--- src/rtl/smbw_pkg.sv ---
package smbw_pkg;
  typedef enum logic [2:0] {
    ST_IDLE, ST_ADDR, ST_ACK_A, ST_CMD, ST_ACK_C, ST_DATA, ST_ACK_D, ST_SKIP
  } smbwState_e;

  typedef struct packed {
    logic       commit;
    logic [7:0] cmd;
    logic [7:0] data;
  } smbwStrobe_t;

  localparam logic [1:0] OFS_ADDR = 2'd0;
  localparam logic [1:0] OFS_DATA = 2'd1;
  localparam logic [1:0] OFS_STAT = 2'd2;
  localparam logic [1:0] OFS_EN   = 2'd3;
endpackage

--- src/rtl/smbw_ctrl.sv ---
module smbw_ctrl
  import smbw_pkg::*;
#(
  parameter int SYNC_STAGES = 2
) (
  input  logic        clk,
  input  logic        rstN,
  input  logic        sclIn,
  input  logic        sdaIn,
  input  logic [6:0]  ownAddr,
  output logic        sdaDrvLow,
  output smbwStrobe_t stb
);
  localparam int BITS = 8;
  localparam int CNT_W = $clog2(BITS + 1);

  logic [SYNC_STAGES-1:0] sclPipe, sdaPipe;
  logic sclS, sdaS, sclD, sdaD;
  logic sclRise, sclFall, startDet, stopDet;
  smbwState_e state;
  logic [BITS-1:0] shReg, cmdReg, dataReg;
  logic [CNT_W-1:0] bitCnt;
  logic drvQ, commitQ;
  logic byteEnd;

  always_ff @(posedge clk) begin
    if (!rstN) begin
      sclPipe <= '1;
      sdaPipe <= '1;
      sclD    <= 1'b1;
      sdaD    <= 1'b1;
    end else begin
      sclPipe <= {sclPipe[SYNC_STAGES-2:0], sclIn};
      sdaPipe <= {sdaPipe[SYNC_STAGES-2:0], sdaIn};
      sclD    <= sclS;
      sdaD    <= sdaS;
    end
  end

  assign sclS     = sclPipe[SYNC_STAGES-1];
  assign sdaS     = sdaPipe[SYNC_STAGES-1];
  assign sclRise  = sclS & ~sclD;
  assign sclFall  = ~sclS & sclD;
  assign startDet = sclS & sclD & sdaD & ~sdaS;
  assign stopDet  = sclS & sclD & ~sdaD & sdaS;
  assign byteEnd  = sclFall && (bitCnt == CNT_W'(BITS));

  always_ff @(posedge clk) begin
    if (!rstN) begin
      state   <= ST_IDLE;
      shReg   <= '0;
      cmdReg  <= '0;
      dataReg <= '0;
      bitCnt  <= '0;
      drvQ    <= 1'b0;
      commitQ <= 1'b0;
    end else begin
      commitQ <= 1'b0;
      if (startDet) begin
        state  <= ST_ADDR;
        bitCnt <= '0;
        drvQ   <= 1'b0;
      end else if (stopDet) begin
        state <= ST_IDLE;
        drvQ  <= 1'b0;
      end else begin
        unique case (state)
          ST_ADDR, ST_CMD, ST_DATA: begin
            if (sclRise && bitCnt < CNT_W'(BITS)) begin
              shReg  <= {shReg[BITS-2:0], sdaS};
              bitCnt <= bitCnt + 1'b1;
            end else if (byteEnd) begin
              bitCnt <= '0;
              if (state == ST_ADDR) begin
                if (shReg == {ownAddr, 1'b0}) begin
                  state <= ST_ACK_A;
                  drvQ  <= 1'b1;
                end else begin
                  state <= ST_SKIP;
                end
              end else if (state == ST_CMD) begin
                cmdReg <= shReg;
                state  <= ST_ACK_C;
                drvQ   <= 1'b1;
              end else begin
                dataReg <= shReg;
                state   <= ST_ACK_D;
                drvQ    <= 1'b1;
              end
            end
          end
          ST_ACK_A, ST_ACK_C, ST_ACK_D: begin
            if (sclFall) begin
              drvQ   <= 1'b0;
              bitCnt <= '0;
              if (state == ST_ACK_A) state <= ST_CMD;
              else if (state == ST_ACK_C) state <= ST_DATA;
              else begin
                state   <= ST_SKIP;
                commitQ <= 1'b1;
              end
            end
          end
          default: ;
        endcase
      end
    end
  end

  assign sdaDrvLow  = drvQ;
  assign stb.commit = commitQ;
  assign stb.cmd    = cmdReg;
  assign stb.data   = dataReg;
endmodule

--- src/rtl/smbw_dpath.sv ---
module smbw_dpath
  import smbw_pkg::*;
#(
  parameter int         NUM_REGS = 4,
  parameter logic [6:0] DEF_ADDR = 7'h44
) (
  input  logic                  clk,
  input  logic                  rstN,
  input  smbwStrobe_t           stb,
  input  logic                  hostWe,
  input  logic [1:0]            hostAddr,
  input  logic [7:0]            hostWdata,
  output logic [7:0]            hostRdata,
  output logic [6:0]            ownAddr,
  output logic [7:0]            rxData,
  output logic                  statusBit,
  output logic                  irqEn,
  output logic [NUM_REGS*8-1:0] ctlRegs
);
  logic unusedWdata;
  assign unusedWdata = ^hostWdata[7:1];

  always_ff @(posedge clk) begin
    if (!rstN) begin
      ownAddr   <= DEF_ADDR;
      rxData    <= '0;
      statusBit <= 1'b0;
      irqEn     <= 1'b0;
    end else begin
      if (hostWe && hostAddr == OFS_ADDR) ownAddr <= hostWdata[6:0];
      if (hostWe && hostAddr == OFS_EN)   irqEn   <= hostWdata[0];
      if (stb.commit) begin
        rxData    <= stb.data;
        statusBit <= 1'b1;
      end else if (hostWe && hostAddr == OFS_STAT && hostWdata[0]) begin
        statusBit <= 1'b0;
      end
    end
  end

  for (genvar g = 0; g < NUM_REGS; g++) begin : g_ctl
    always_ff @(posedge clk) begin
      if (!rstN) ctlRegs[g*8 +: 8] <= '0;
      else if (stb.commit && stb.cmd == 8'(g)) ctlRegs[g*8 +: 8] <= stb.data;
    end
  end

  always_ff @(posedge clk) begin
    if (!rstN) hostRdata <= '0;
    else begin
      unique case (hostAddr)
        OFS_ADDR: hostRdata <= {1'b0, ownAddr};
        OFS_DATA: hostRdata <= rxData;
        OFS_STAT: hostRdata <= {7'd0, statusBit};
        default:  hostRdata <= {7'd0, irqEn};
      endcase
    end
  end
endmodule

--- src/rtl/smbw_slave.sv ---
module smbw_slave
  import smbw_pkg::*;
#(
  parameter int         NUM_REGS    = 4,
  parameter logic [6:0] DEF_ADDR    = 7'h44,
  parameter int         SYNC_STAGES = 2
) (
  input  logic                  clk,
  input  logic                  rstN,
  input  logic                  sclIn,
  input  logic                  sdaIn,
  output logic                  sdaDrvLow,
  input  logic                  hostWe,
  input  logic [1:0]            hostAddr,
  input  logic [7:0]            hostWdata,
  output logic [7:0]            hostRdata,
  output logic                  irq,
  output logic [NUM_REGS*8-1:0] ctlRegs
);
  smbwStrobe_t stb;
  logic [6:0]  ownAddr;
  logic [7:0]  rxData;
  logic        statusBit, irqEn;

  smbw_ctrl #(.SYNC_STAGES(SYNC_STAGES)) u_ctrl (
    .clk(clk), .rstN(rstN), .sclIn(sclIn), .sdaIn(sdaIn),
    .ownAddr(ownAddr), .sdaDrvLow(sdaDrvLow), .stb(stb)
  );

  smbw_dpath #(.NUM_REGS(NUM_REGS), .DEF_ADDR(DEF_ADDR)) u_dpath (
    .clk(clk), .rstN(rstN), .stb(stb), .hostWe(hostWe), .hostAddr(hostAddr),
    .hostWdata(hostWdata), .hostRdata(hostRdata), .ownAddr(ownAddr),
    .rxData(rxData), .statusBit(statusBit), .irqEn(irqEn), .ctlRegs(ctlRegs)
  );

  assign irq = statusBit & irqEn;
endmodule

--- config.mk ---
export PLATFORM = sky130hd
export DESIGN_NAME = smbw_slave
export DESIGN_NICKNAME = d
export VERILOG_FILES = /design/src/rtl/smbw_pkg.sv /design/src/rtl/smbw_ctrl.sv /design/src/rtl/smbw_dpath.sv /design/src/rtl/smbw_slave.sv
export SDC_FILE = /design/constraint.sdc
export NUM_CORES = 1
export LEC_CHECK = 0
export BUFFER_PORTS_ARGS = -buffer_cell sky130_fd_sc_hd__buf_2
export CAP_MARGIN = 20
export CORE_MARGIN = 3
export CORE_UTILIZATION = 50
export CTS_CLUSTER_DIAMETER = 120
export CTS_CLUSTER_SIZE = 12
export DETAILED_ROUTE_END_ITERATION = 8
export PLACE_DENSITY = 0.81
export RECOVER_POWER = 50
export REMOVE_ABC_BUFFERS = 1
export SYNTH_ARGS = -nofsm -noshare
export SYNTH_HDL_FRONTEND = slang
export SYNTH_HIERARCHICAL = 1
export SYNTH_SLANG_ARGS = --single-unit
--- constraint.sdc ---
create_clock -name clk -period 2.75 [get_ports clk]
set_clock_uncertainty 0.15 [all_clocks]
set_input_delay 0.275 -clock clk [delete_from_list [all_inputs] [get_ports clk]]
set_output_delay 0.275 -clock clk [all_outputs]
set_load 0.02 [all_outputs]
; Word-level counts from Yosys, hierarchy flattened
; Cells that the tools add are included.
[op_classes]
add_sub_neg = 1
order_cmp = 1
eq_ne = 22
muxes = 25
bitwise = 20
reduce_logical = 27
[ops]
columns = operator, count
row1 = $pmux W8 S3, 1
row2 = $mux W3, 6
row3 = $eq A8 B2 Y1 const B, 2
row4 = $reduce_and A4 Y1, 4
row5 = $reduce_and A7 Y1, 2
row6 = $mux W4, 3
row7 = $not A1 Y1, 12
row8 = $logic_and A1 B1 Y1, 10
row9 = $mux W1, 10
row10 = $eq A3 B3 Y1 const B, 3
row11 = $reduce_or A3 Y1, 3
row12 = $and A1 B1 Y1, 8
row13 = $eq A8 B1 Y1 const B, 1
row14 = $eq A8 B8 Y1, 1
row15 = $logic_not A8 Y1, 1
row16 = $ne A4 B1 Y1 const B, 2
row17 = $pmux W4 S2, 1
row18 = $eq A3 B2 Y1 const B, 2
row19 = $pmux W3 S2, 1
row20 = $reduce_or A6 Y1, 1
row21 = $reduce_and A5 Y1, 1
row22 = $add A4 B1 Y4 const B, 1
row23 = $eq A2 B2 Y1 const B, 2
row24 = $eq A4 B4 Y1 const B, 1
row25 = other kinds (14), 17
[totals]
reg_bits = 96
in_bits = 15
output_inout_bits = 42
word_cells = 117

; Longest topological paths before layout
; Gate-level depths: netlist of run 1.
[depth]
depth_word = 8
depth_mapped = 7
mapped_depth_nobuf = 6

; By module
; Netlist of run 1, hierarchy kept.
[modules_own_cells]
columns = mod, instances, cells_each, area_per_inst_um2, seq_area_each_um2
row1 = smbw_dpath, 1, 203, 2185.8, 1141.1
row2 = smbw_ctrl, 1, 166, 1632.8, 780.7
row3 = smbw_slave, 1, 1, 6.3, 0.0

; Worst setup path before layout of run 1
; Ideal clock, no wire load.
[synth_timing]
path_kind = register to register
startpoint = register u_ctrl.cmdReg[5]
endpoint = register u_dpath.ctlRegs[24]
setup_time_ns = 0.120
arrival_ns = 1.720
t_required_ns = 2.480
slack_ns = 0.760
stages_incl_launch_ff = 6
path_buffers = 2
period_less_slack_ns = 1.990
cell_sequence = dfxtp_1 > or4_1 > buf_6 > or4_4 > buf_6 > mux2i_1
[synth_via]
elab_chain_cells = 2
[synth_rtl]
columns = item, line_no
row1 = start: declaration, smbw_ctrl.sv:21  ; logic [BITS-1:0] shReg, cmdReg, dataReg;
row2 = start signal: assignment, smbw_ctrl.sv:82  ; cmdReg <= shReg;
row3 = $eq A8 B2 Y1, smbw_dpath.sv:44  ; else if (stb.commit && stb.cmd == 8'(g)) ctlRegs[g*8 +: 8] <= stb.data;
row4 = $logic_and A1 B1 Y1, smbw_dpath.sv:44
row5 = end signal: indexed assignment, smbw_dpath.sv:44
row6 = end: declaration, smbw_dpath.sv:18  ; output logic [NUM_REGS*8-1:0] ctlRegs
; Every way passes these cells.
; A chain may end at the register's enable or synchronous reset.

; Worst setup path in the final report of run 1
[layout_timing]
startpoint = register u_ctrl.commitQ
endpoint = register u_dpath.ctlRegs[23]
[layout_via]
elab_chain_cells = 1
[layout_rtl]
columns = item, line_no
row1 = start: declaration, smbw_ctrl.sv:23  ; logic drvQ, commitQ;
row2 = start signal: assignment, smbw_ctrl.sv:56  ; commitQ <= 1'b0;
row3 = start signal: assignment, smbw_ctrl.sv:58  ; commitQ <= 1'b0;
row4 = start signal: assignment, smbw_ctrl.sv:100  ; commitQ <= 1'b1;
row5 = $logic_and A1 B1 Y1, smbw_dpath.sv:44
; Every way passes these cells.

==> flow_metrics.py, run 1 <==
metrics = {
    "outcome": {
        "status": "finished clean",
    },
    "route": {
        "met2_length_um": 3353,
        "drt_iter0_drc": 153,
        "dr.pass1.iters": 4,
        "viasPerCell": 5.097,
        "wl_met3_um": 370,
        "routed_wl_um": 7468,
        "m1WireLength_um": 3602,
        "num_vias": 2727,
        "wl_per_cell_um": 13.96,
        "drcViolationCount": 0,
        "postRouteAntennaNets": 0,
        "highest_layer": "met4",
    },
    "yosys": {
        "synth_flop_cell": "dfxtp_1",
        "yosysMostFrequentCell": "dfxtp_1",
        "seq_area_frac_synth_pct": 50.25,
        "synth.top_cell.area_share_pct": 50.25,
        "syn_inst": 370,
        "synth_warnings": 6,
        "synth_area_leaders": "dfxtp_1 50%, mux2i_1 21%, nand2_1 4.7%, nor2_1 3.8%, nor2b_1 2.5%",
        "synth_common_cells": "96 x dfxtp_1, 79 x mux2i_1, 48 x nand2_1, 39 x nor2_1, 15 x nor2b_1",
        "avgSynthCellArea_sq_um": 10.34,
        "syn_area_sq_um": 3825,
        "synth_area_leader_cell": "dfxtp_1",
        "synth.distinct_cells": 41,
        "synth_edf_count": 0,
        "synth-seq-cells": 96,
        "synth-async-reset-ratio_pct": 0,
    },
    "floorplanning": {
        "coreArea_sq_um": 7331,
        "start_util_pct": 52.18,
        "fp.dieArea_sq_um": 8736,
        "die_y_um": 93.47,
        "ios": 57,
        "num_rows": 31,
        "die_w_um": 93.47,
    },
    "critical_path": {
        "arrival_ps": 2450,
        "rr_endpoint": "u_dpath/ctlRegs[23]",
        "r2r-start": "u_ctrl/commitQ",
        "crit_family": "buffers and inverters",
        "crit_chain": "clkbuf_1, or3b_2, nor4_4, buf_4, mux2i_1",
        "worstSetupEndpointType": "flop",
        "crit_fanout": 11,
        "r2r_slack_ps": 430,
        "critPathRequiredTime_ps": 2880,
        "r2r_cells": 5,
        "cp_num_buf_inv": 2,
        "cpPeakStageDelay_ps": 590,
        "cp.depth": 5,
        "critPathLaunchType": "flop",
        "critical_path_class": "flop to flop",
        "cp_slowest_cell": "clkbuf_1",
    },
    "power_and_ir_drop": {
        "clkPwrFrac_pct": 38.6,
        "combPwrFrac_pct": 3.4,
        "p_sw_uw": 544.6,
        "p_per_area_nw_per_um2": 554.6,
        "ir_drop_uv": 325.6,
        "internal_power_uw": 1887,
        "seqPwrFrac_pct": 57.9,
        "p_leak_uw": 0.001649,
        "swShare_pct": 22.40,
    },
    "clock_network": {
        "cts_sinks": 96,
        "post_cts_buffers": 0,
        "cts_made_buffers": 9,
        "clk_pin_slew_ps": 100,
        "holdBufCountCts": 4,
        "cts-resized-gates": 0,
        "cts-root-buf": "clkbuf_8",
        "cts_max_level": 3,
        "cts_tree": "done",
        "cts_buffer_depth": 2,
        "clkLatencyLatePin_ps": 360,
    },
    "finish": {
        "diodes": 0,
        "fin_area_sq_um": 4384,
        "fin_nets": 448,
        "fillers": 630,
        "synthToLayoutAreaGrowth_pct": 14.62,
        "utilization_pct": 59.81,
        "drive_above_1_share_pct": 10.55,
    },
    "global_route": {
        "grt_pass1_wl_um": 12430,
        "track_usage_pct": 17.92,
        "antenna_found_initial": 0,
        "grt_max_degree": 37,
        "grt_pass1_vias": 2641,
        "overflow": 0,
    },
    "timing": {
        "tightest_slew_ps": 1264,
        "report.final.slew_viol_count": 0,
        "totalNegativeSetupSlack_ps": 0,
        "hold_viol": 0,
        "finalCritPeriodShare_pct": 84.50,
        "rsz0062_at_grt": "no",
        "layout_setup_ws_ps": 426.2,
        "slew_headroom_pct": 15.76,
        "hold_ws_ps": 23.13,
        "fin_crit_ps": 2324,
        "timing.fmax_mhz": 430.3,
        "setup_viol": 0,
    },
    "hold_path": {
        "hp-start": "hostWdata[1]",
        "holdPathStages": 3,
        "min_to": "u_dpath/ownAddr[1]",
        "hold_path_class": "primary input to flop",
    },
    "placement": {
        "pre_cts_ws_ps": 556.1,
        "dpl_cell_area_sq_um": 4214,
        "dp.final_hpwl_um": 5258,
        "portBuffers": 55,
        "place_congestion": 0.9184,
    },
    "run": {
        "cap_violations": 0,
    },
}
[power by group through the flow]
stage,combinational (uW),clock [uW],sequential (uW)
final,83.7,939,1410
after floorplan,39.9,0,1440
after global routing,93.0,1010,1410
after CTS,88.3,962,1410
after detailed placement,83.7,0,1440
after global placement,81.7,0,1440
[through the flow]
step | total power, uW | instances
2_1_floorplan | 1481 | 353
6_report | 2431 | 535
3_3_place_gp | 1523 | 515
3_5_place_dp | 1525 | 515
5_1_grt | 2514 | 535
4_1_cts | 2459 | 535
[worst register-to-register path: stages, from the launching register on]
cell      delay (ps)
dfxtp_1          310
clkbuf_1         590
or3b_2           570
nor4_4           170
buf_4            250
mux2i_1          210
[kinds of logic (layout without fill, tap and decap cells)]
family	after synthesis	count (layout)	synth area share, %
adder cells (fa/ha/maj)	2	2	0.6541
XOR/XNOR	10	10	2.290
AND/OR/NAND/NOR	146	146	20.67
multiplexers	80	80	21.26
AO/OA/AOI/OAI	12	12	1.864
flip-flops	96	96	50.25
buffers and inverters	24	90	3.009
[flip-flops by register name, summed over array words and instances, names as in the netlist]
name,count
u_dpath/statusBit,1
u_ctrl/sclPipe,2
u_ctrl/bitCnt,4
u_ctrl/cmdReg,8
u_dpath/ownAddr,7
u_ctrl/sdaD,1
u_dpath/ctlRegs,32
u_ctrl/shReg,8
u_dpath/rxData,8
u_ctrl/sdaPipe,2
u_ctrl/commitQ,1
u_dpath/hostRdata,8
u_dpath/irqEn,1
u_ctrl/sdaDrvLow,1
u_ctrl/dataReg,8
u_ctrl/sclD,1
u_ctrl/state,3
[cell type report]
class / instances / area (sq um) / area share, %
Clock buffer: 11 / 141.4 / 3.225
Tap cell: 99 / 123.9 / 2.825
Inverter: 7 / 26.28 / 0.5993
Timing Repair Buffer: 67 / 312.8 / 7.135
Sequential cell: 96 / 1922 / 43.84
Multi-Input combinational cell: 250 / 1794 / 40.92
Clock inverter: 5 / 63.81 / 1.455
[layout by cell type (no fill, tap or decap), drive strengths merged, types with 8 or more instances in the layout]
cell type / synthesis / layout
xor2: 8 / 8
nor2b: 15 / 15
mux2i: 79 / 79
nor2: 39 / 39
buf: 8 / 18
dfxtp: 96 / 96
clkbuf: 9 / 56
nand2b: 9 / 9
nand2: 48 / 48
[routing by layer]
metal	up-vias	global-route usage, %
li1	1378	-
met1	1273	24.03
met2	65	27.34
met3	11	3.701
met4	0	8.913
met5	-	0
[how the worst max path moves through the flow]
| stage | start | slack, ps | to |
|---|---|---|---|
| 5_1_grt | rstN | 270 | u_dpath/ctlRegs[6] |
| 3_3_place_gp | u_ctrl/cmdReg[5] | 630 | u_dpath/ctlRegs[9] |
| 6_report | u_ctrl/commitQ | 430 | u_dpath/ctlRegs[23] |
| 3_5_place_dp | u_ctrl/cmdReg[5] | 560 | u_dpath/ctlRegs[11] |
| 2_1_floorplan | u_ctrl/bitCnt[0] | 160 | u_ctrl/cmdReg[0] |
| 4_1_cts | u_ctrl/cmdReg[5] | 560 | u_dpath/ctlRegs[11] |
Power figures use the tool's default switching activity.
==> run 2, diff against run 1 <==
Settings changed: PLACE_DENSITY 0.81 to 0.84.
Clock period 2.75 ns to 1.85 ns, I/O delays scaled along.
==> flow_metrics.py, run 2 (same netlist as run 1, synthesis figures left out) <==
metrics = {
    "route": {
        "drcViolationCount": 0,
        "dr.pass1.iters": 4,
        "routed_wl_um": 8206,
        "postRouteAntennaNets": 0,
        "drt_iter0_drc": 120,
        "num_vias": 2872,
        "wl_per_cell_um": 14.87,
        "viasPerCell": 5.203,
    },
    "floorplanning": {
        "die_y_um": 93.47,
        "coreArea_sq_um": 7331,
        "ios": 57,
        "fp.dieArea_sq_um": 8736,
        "num_rows": 31,
        "start_util_pct": 52.18,
        "die_w_um": 93.47,
    },
    "timing": {
        "timing.fmax_mhz": 522.3,
        "setup_viol": 27,
        "layout_setup_ws_ps": -64.67,
        "finalCritPeriodShare_pct": 103.5,
        "slew_headroom_pct": 53.55,
        "hold_ws_ps": 71.86,
        "report.final.slew_viol_count": 0,
        "fin_crit_ps": 1915,
        "rsz0062_at_grt": "yes",
        "hold_viol": 0,
        "tightest_slew_ps": 696.8,
    },
    "critical_path": {
        "critPathLaunchType": "flop",
        "r2r-start": "u_ctrl/cmdReg[6]",
        "worstSetupEndpoint": "u_dpath/ctlRegs[28]",
        "critPathRequiredTime_ps": 1950,
        "crit_fanout": 8,
        "r2r_cells": 3,
        "startpoint": "u_ctrl/cmdReg[6]",
        "arrival_ps": 2010,
        "rr_endpoint": "u_dpath/ctlRegs[28]",
        "worstSetupEndpointType": "flop",
        "r2r_slack_ps": -60,
        "critical_path_class": "flop to flop",
    },
    "hold_path": {
        "hold_path_class": "primary input to flop",
    },
    "power_and_ir_drop": {
        "p_total_uw": 3497,
        "ir_drop_uv": 538.8,
        "p_per_area_nw_per_um2": 761.9,
        "p_leak_uw": 0.001774,
    },
    "clock_network": {
        "clk_pin_slew_ps": 100,
        "clkLatencyLatePin_ps": 360,
        "cts_made_buffers": 9,
        "cts-root-buf": "clkbuf_8",
        "cts_max_level": 3,
        "cts_buffer_depth": 2,
        "cts_tree": "done",
        "cts_sinks": 96,
    },
    "placement": {
        "place_congestion": 0.7918,
        "pre_cts_ws_ps": -125.3,
        "portBuffers": 55,
        "dp.final_hpwl_um": 5693,
        "dpl_cell_area_sq_um": 4319,
    },
    "finish": {
        "utilization_pct": 62.60,
        "fillers": 601,
        "seq_area_sq_um": 1924,
        "fin_nets": 465,
        "drive_above_1_share_pct": 15.67,
        "diodes": 0,
        "most-common-layout-cells": "94 x dfxtp_1, 79 x mux2i_1, 48 x nand2_1",
        "fin_area_sq_um": 4589,
        "layout_commonest_cell": "dfxtp_1",
        "multi_input_area_sq_um": 1809,
        "synthToLayoutAreaGrowth_pct": 19.99,
        "top_register": "u_dpath/ctlRegs",
        "largest_reg_flops": 32,
    },
    "global_route": {
        "track_usage_pct": 19.35,
        "grt_pass1_vias": 2746,
        "antenna_found_initial": 0,
        "grt_pass1_wl_um": 13330,
        "overflow": 0,
        "grt_max_degree": 28,
    },
    "outcome": {
        "violations": "negative setup slack",
        "status": "finished with violations",
    },
    "run": {
        "cap_violations": 0,
    },
}
-- run 2: cell types whose count changed in the layout (fill, tap and decap cells not counted), sizes merged --
| cell | delta |
|---|---|
| buf | +21 |
| bufinv | -1 |
| clkbuf | -11 |
| clkinvlp | +1 |
| dlygate4sd3 | +6 |
| inv | +1 |
-- run 2: worst min-delay path by stage --
stage / from / endpoint / slack [ps] / cells after the start
final: hostWe / u_dpath/statusBit / 70 / 4
after global routing: hostWe / u_dpath/statusBit / 80 / 4
after detailed placement: sdaIn / u_ctrl/sdaPipe[0] / 230 / 2
after CTS: hostAddr[0] / u_dpath/hostRdata[7] / 10 / 3
after floorplan: rstN / u_dpath/ownAddr[2] / 100 / 1
after global placement: sdaIn / u_ctrl/sdaPipe[0] / 220 / 2
-- run 2: timing repair --
item,in CTS,in global routing
hold buffers,10,0
hold endpoints to repair,11,0
gates cloned,0,1
setup buffers,1,0
endpoints found under the setup margin,32,48
pin swaps,4,3
gates resized for setup,4,6
-- run 2: critical path, cell delays in order, from the launching register on --
cell and delay [ps]:
dfxtp_1 320, or4_4 550, or4_4 610, mux2i_1 170
-- run 2: cell type report --
cell class / instances / share of cell area, %
timing repair buffer: 84 / 11.42
tap: 99 / 2.699
inverter: 7 / 0.5725
sequential: 96 / 41.93
clock buffer: 10 / 2.781
clock inverter: 6 / 1.172
multi-input combinational: 250 / 39.42
-- run 2: stage by stage --
stage / instances / TNS (ps)
6_report: 552 / -955.1
5_1_grt: 552 / -2755
4_1_cts: 551 / -1347
3_5_place_dp: 524 / -2132
3_3_place_gp: 524 / -844.0
2_1_floorplan: 353 / -11560
-- run 2: metal layers --
layer	global-route usage [%]	up-vias	wire length, um
li1	-	1405	-
met1	25.66	1374	3713
met2	30.79	84	3933
met3	3.942	9	455
met4	7.814	0	104
met5	0	-	0
-- run 2: power by group --
part / internal [uW] / leakage (uW) / switching [uW] / total [uW]
Clock: 508 / 0.0000860 / 754 / 1260
Combinational: 63.5 / 0.000912 / 76.8 / 140
Sequential: 2080 / 0.000776 / 14.6 / 2090
Total: 2650 / 0.00177 / 845 / 3500
==> run 3, diff against run 2 <==
Settings changed: BUFFER_PORTS_ARGS -buffer_cell sky130_fd_sc_hd__buf_2 to -buffer_cell sky130_fd_sc_hd__clkbuf_2, REMOVE_ABC_BUFFERS 1 to default.
==> flow_metrics.py, run 3 (same netlist as run 1, synthesis figures left out) <==
metrics = {
    "global_route": {
        "grt_pass1_wl_um": 14340,
        "antenna_found_initial": 0,
        "grt_max_degree": 68,
        "grt_pass1_vias": 2944,
        "track_usage_pct": 20.94,
        "overflow": 0,
    },
    "placement": {
        "pre_cts_ws_ps": -52.63,
        "place_congestion": 0.8855,
        "portBuffers": 55,
        "dp.final_hpwl_um": 5690,
    },
    "floorplanning": {
        "coreArea_sq_um": 7331,
        "start_util_pct": 52.18,
        "ios": 57,
        "die_w_um": 93.47,
        "die_y_um": 93.47,
        "fp.dieArea_sq_um": 8736,
        "num_rows": 31,
    },
    "finish": {
        "layout_commonest_cell": "dfxtp_1",
        "drive_above_1_share_pct": 18.50,
        "top_register": "u_dpath/ctlRegs",
        "fin_nets": 466,
        "utilization_pct": 63.39,
        "synthToLayoutAreaGrowth_pct": 21.49,
        "most-common-layout-cells": "94 x dfxtp_1, 77 x mux2i_1, 48 x nand2_1",
        "largest_reg_flops": 32,
        "diodes": 0,
    },
    "timing": {
        "hold_ws_ps": 56.73,
        "report.final.slew_viol_count": 0,
        "timing.fmax_mhz": 527.9,
        "setup_viol": 19,
        "rsz0062_at_grt": "yes",
        "tightest_slew_ps": 418.0,
        "slew_headroom_pct": 71.74,
        "finalCritPeriodShare_pct": 102.4,
        "hold_viol": 0,
        "fin_crit_ps": 1894,
        "layout_setup_ws_ps": -44.14,
    },
    "critical_path": {
        "crit_chain": "or4_4, buf_6, nor4_4, buf_12, mux2i_2",
        "arrival_ps": 2030,
        "critical_path_class": "flop to flop",
        "r2r_cells": 5,
        "critPathRequiredTime_ps": 1990,
        "worstSetupEndpointType": "flop",
        "rr_endpoint": "u_dpath/ctlRegs[10]",
        "worstSetupEndpoint": "u_dpath/ctlRegs[10]",
        "startpoint": "u_ctrl/cmdReg[6]",
        "cpPeakStageDelay_ps": 530,
        "r2r-start": "u_ctrl/cmdReg[6]",
        "crit_fanout": 8,
        "cp_slowest_cell": "or4_4",
        "r2r_slack_ps": -40,
        "critPathLaunchType": "flop",
    },
    "clock_network": {
        "cts_max_level": 3,
        "post_cts_buffers": 0,
        "cts_tree": "done",
        "cts_made_buffers": 9,
        "cts_sinks": 96,
        "clkLatencyLatePin_ps": 360,
        "clk_pin_slew_ps": 90,
        "cts_buffer_depth": 2,
        "cts-root-buf": "clkbuf_8",
    },
    "yosys": {
        "syn_nets": 387,
    },
    "hold_path": {
        "hold_path_class": "primary input to flop",
        "holdPathStages": 4,
    },
    "outcome": {
        "status": "finished with violations",
        "violations": "negative setup slack",
    },
    "power_and_ir_drop": {
        "internal_power_uw": 2669,
        "ir_drop_uv": 619.4,
        "p_leak_uw": 0.001799,
        "combPwrFrac_pct": 4.3,
        "p_sw_uw": 802.6,
        "p_per_area_nw_per_um2": 747.1,
        "seqPwrFrac_pct": 60.3,
        "clkPwrFrac_pct": 35.4,
        "swShare_pct": 23.12,
    },
    "route": {
        "postRouteAntennaNets": 0,
        "routed_wl_um": 8611,
        "num_vias": 2908,
        "viasPerCell": 5.259,
        "drcViolationCount": 0,
        "wl_per_cell_um": 15.57,
        "dr.pass1.iters": 6,
        "drt_iter0_drc": 184,
    },
    "run": {
        "cap_violations": 0,
    },
}
## run 3: worst max-delay path: cells and delay by family (launching register included)
family	cells	cell delay (ps)
buf+inv	2	330
flops	1	330
mux	1	200
simple gates	2	810
## run 3: cell type report
type / instances / area, sq um
multi-input combinational: 250 / 1844
timing repair buffer: 85 / 554.3
clock inverter: 5 / 32.53
sequential: 96 / 1924
fill: 552 / 2684
clock buffer: 11 / 141.4
tap: 99 / 123.9
inverter: 7 / 26.28
## run 3: metrics by stage
step	TNS [ps]	power, uW	instances	area [sq um]
after floorplan	-2393	2222	370	3825
after global placement	-262.4	2267	526	4347
after detailed placement	-517.0	2271	526	4347
after CTS	-225.3	3489	553	4654
after global routing	-1721	3600	553	4647
final	-401.1	3472	553	4647
## run 3: worst min-delay path by stage
stage / slack [ps] / end / startpoint
final: 60 / u_dpath/statusBit / hostWe
after floorplan: 110 / u_ctrl/sclPipe[0] / rstN
after detailed placement: 220 / u_ctrl/sdaPipe[0] / sdaIn
after global placement: 220 / u_ctrl/sdaPipe[0] / sdaIn
after CTS: 50 / u_dpath/statusBit / hostWe
after global routing: 60 / u_dpath/statusBit / hostWe
## run 3: per-layer routing
metal / GRT usage (%) / part of all wire [%] / wire length, um / up-vias
met2: 35.14 / 51 / 4407 / 84
met1: 25.65 / 41 / 3560 / 1385
met4: 8.791 / 2.7 / 231 / 0
li1: - / - / - / 1417
met3: 4.907 / 4.8 / 411 / 22
met5: 0 / 0 / 0 / -
## run 3: power by group through the flow
stage | Sequential, uW | Combinational [uW] | Clock, uW
2_1_floorplan | 2140 | 81.1 | 0
3_3_place_gp | 2140 | 126 | 0
4_1_cts | 2090 | 147 | 1250
6_report | 2090 | 149 | 1230
3_5_place_dp | 2140 | 128 | 0
5_1_grt | 2100 | 163 | 1340
## run 3: timing repair
action                                  4_1_cts  5_1_grt
pin swaps                                     3        3
hold buffers                                 10        0
hold endpoints to repair                     11        0
gates resized for setup                       5       10
gates cloned                                  1        0
endpoints found under the setup margin       34       33
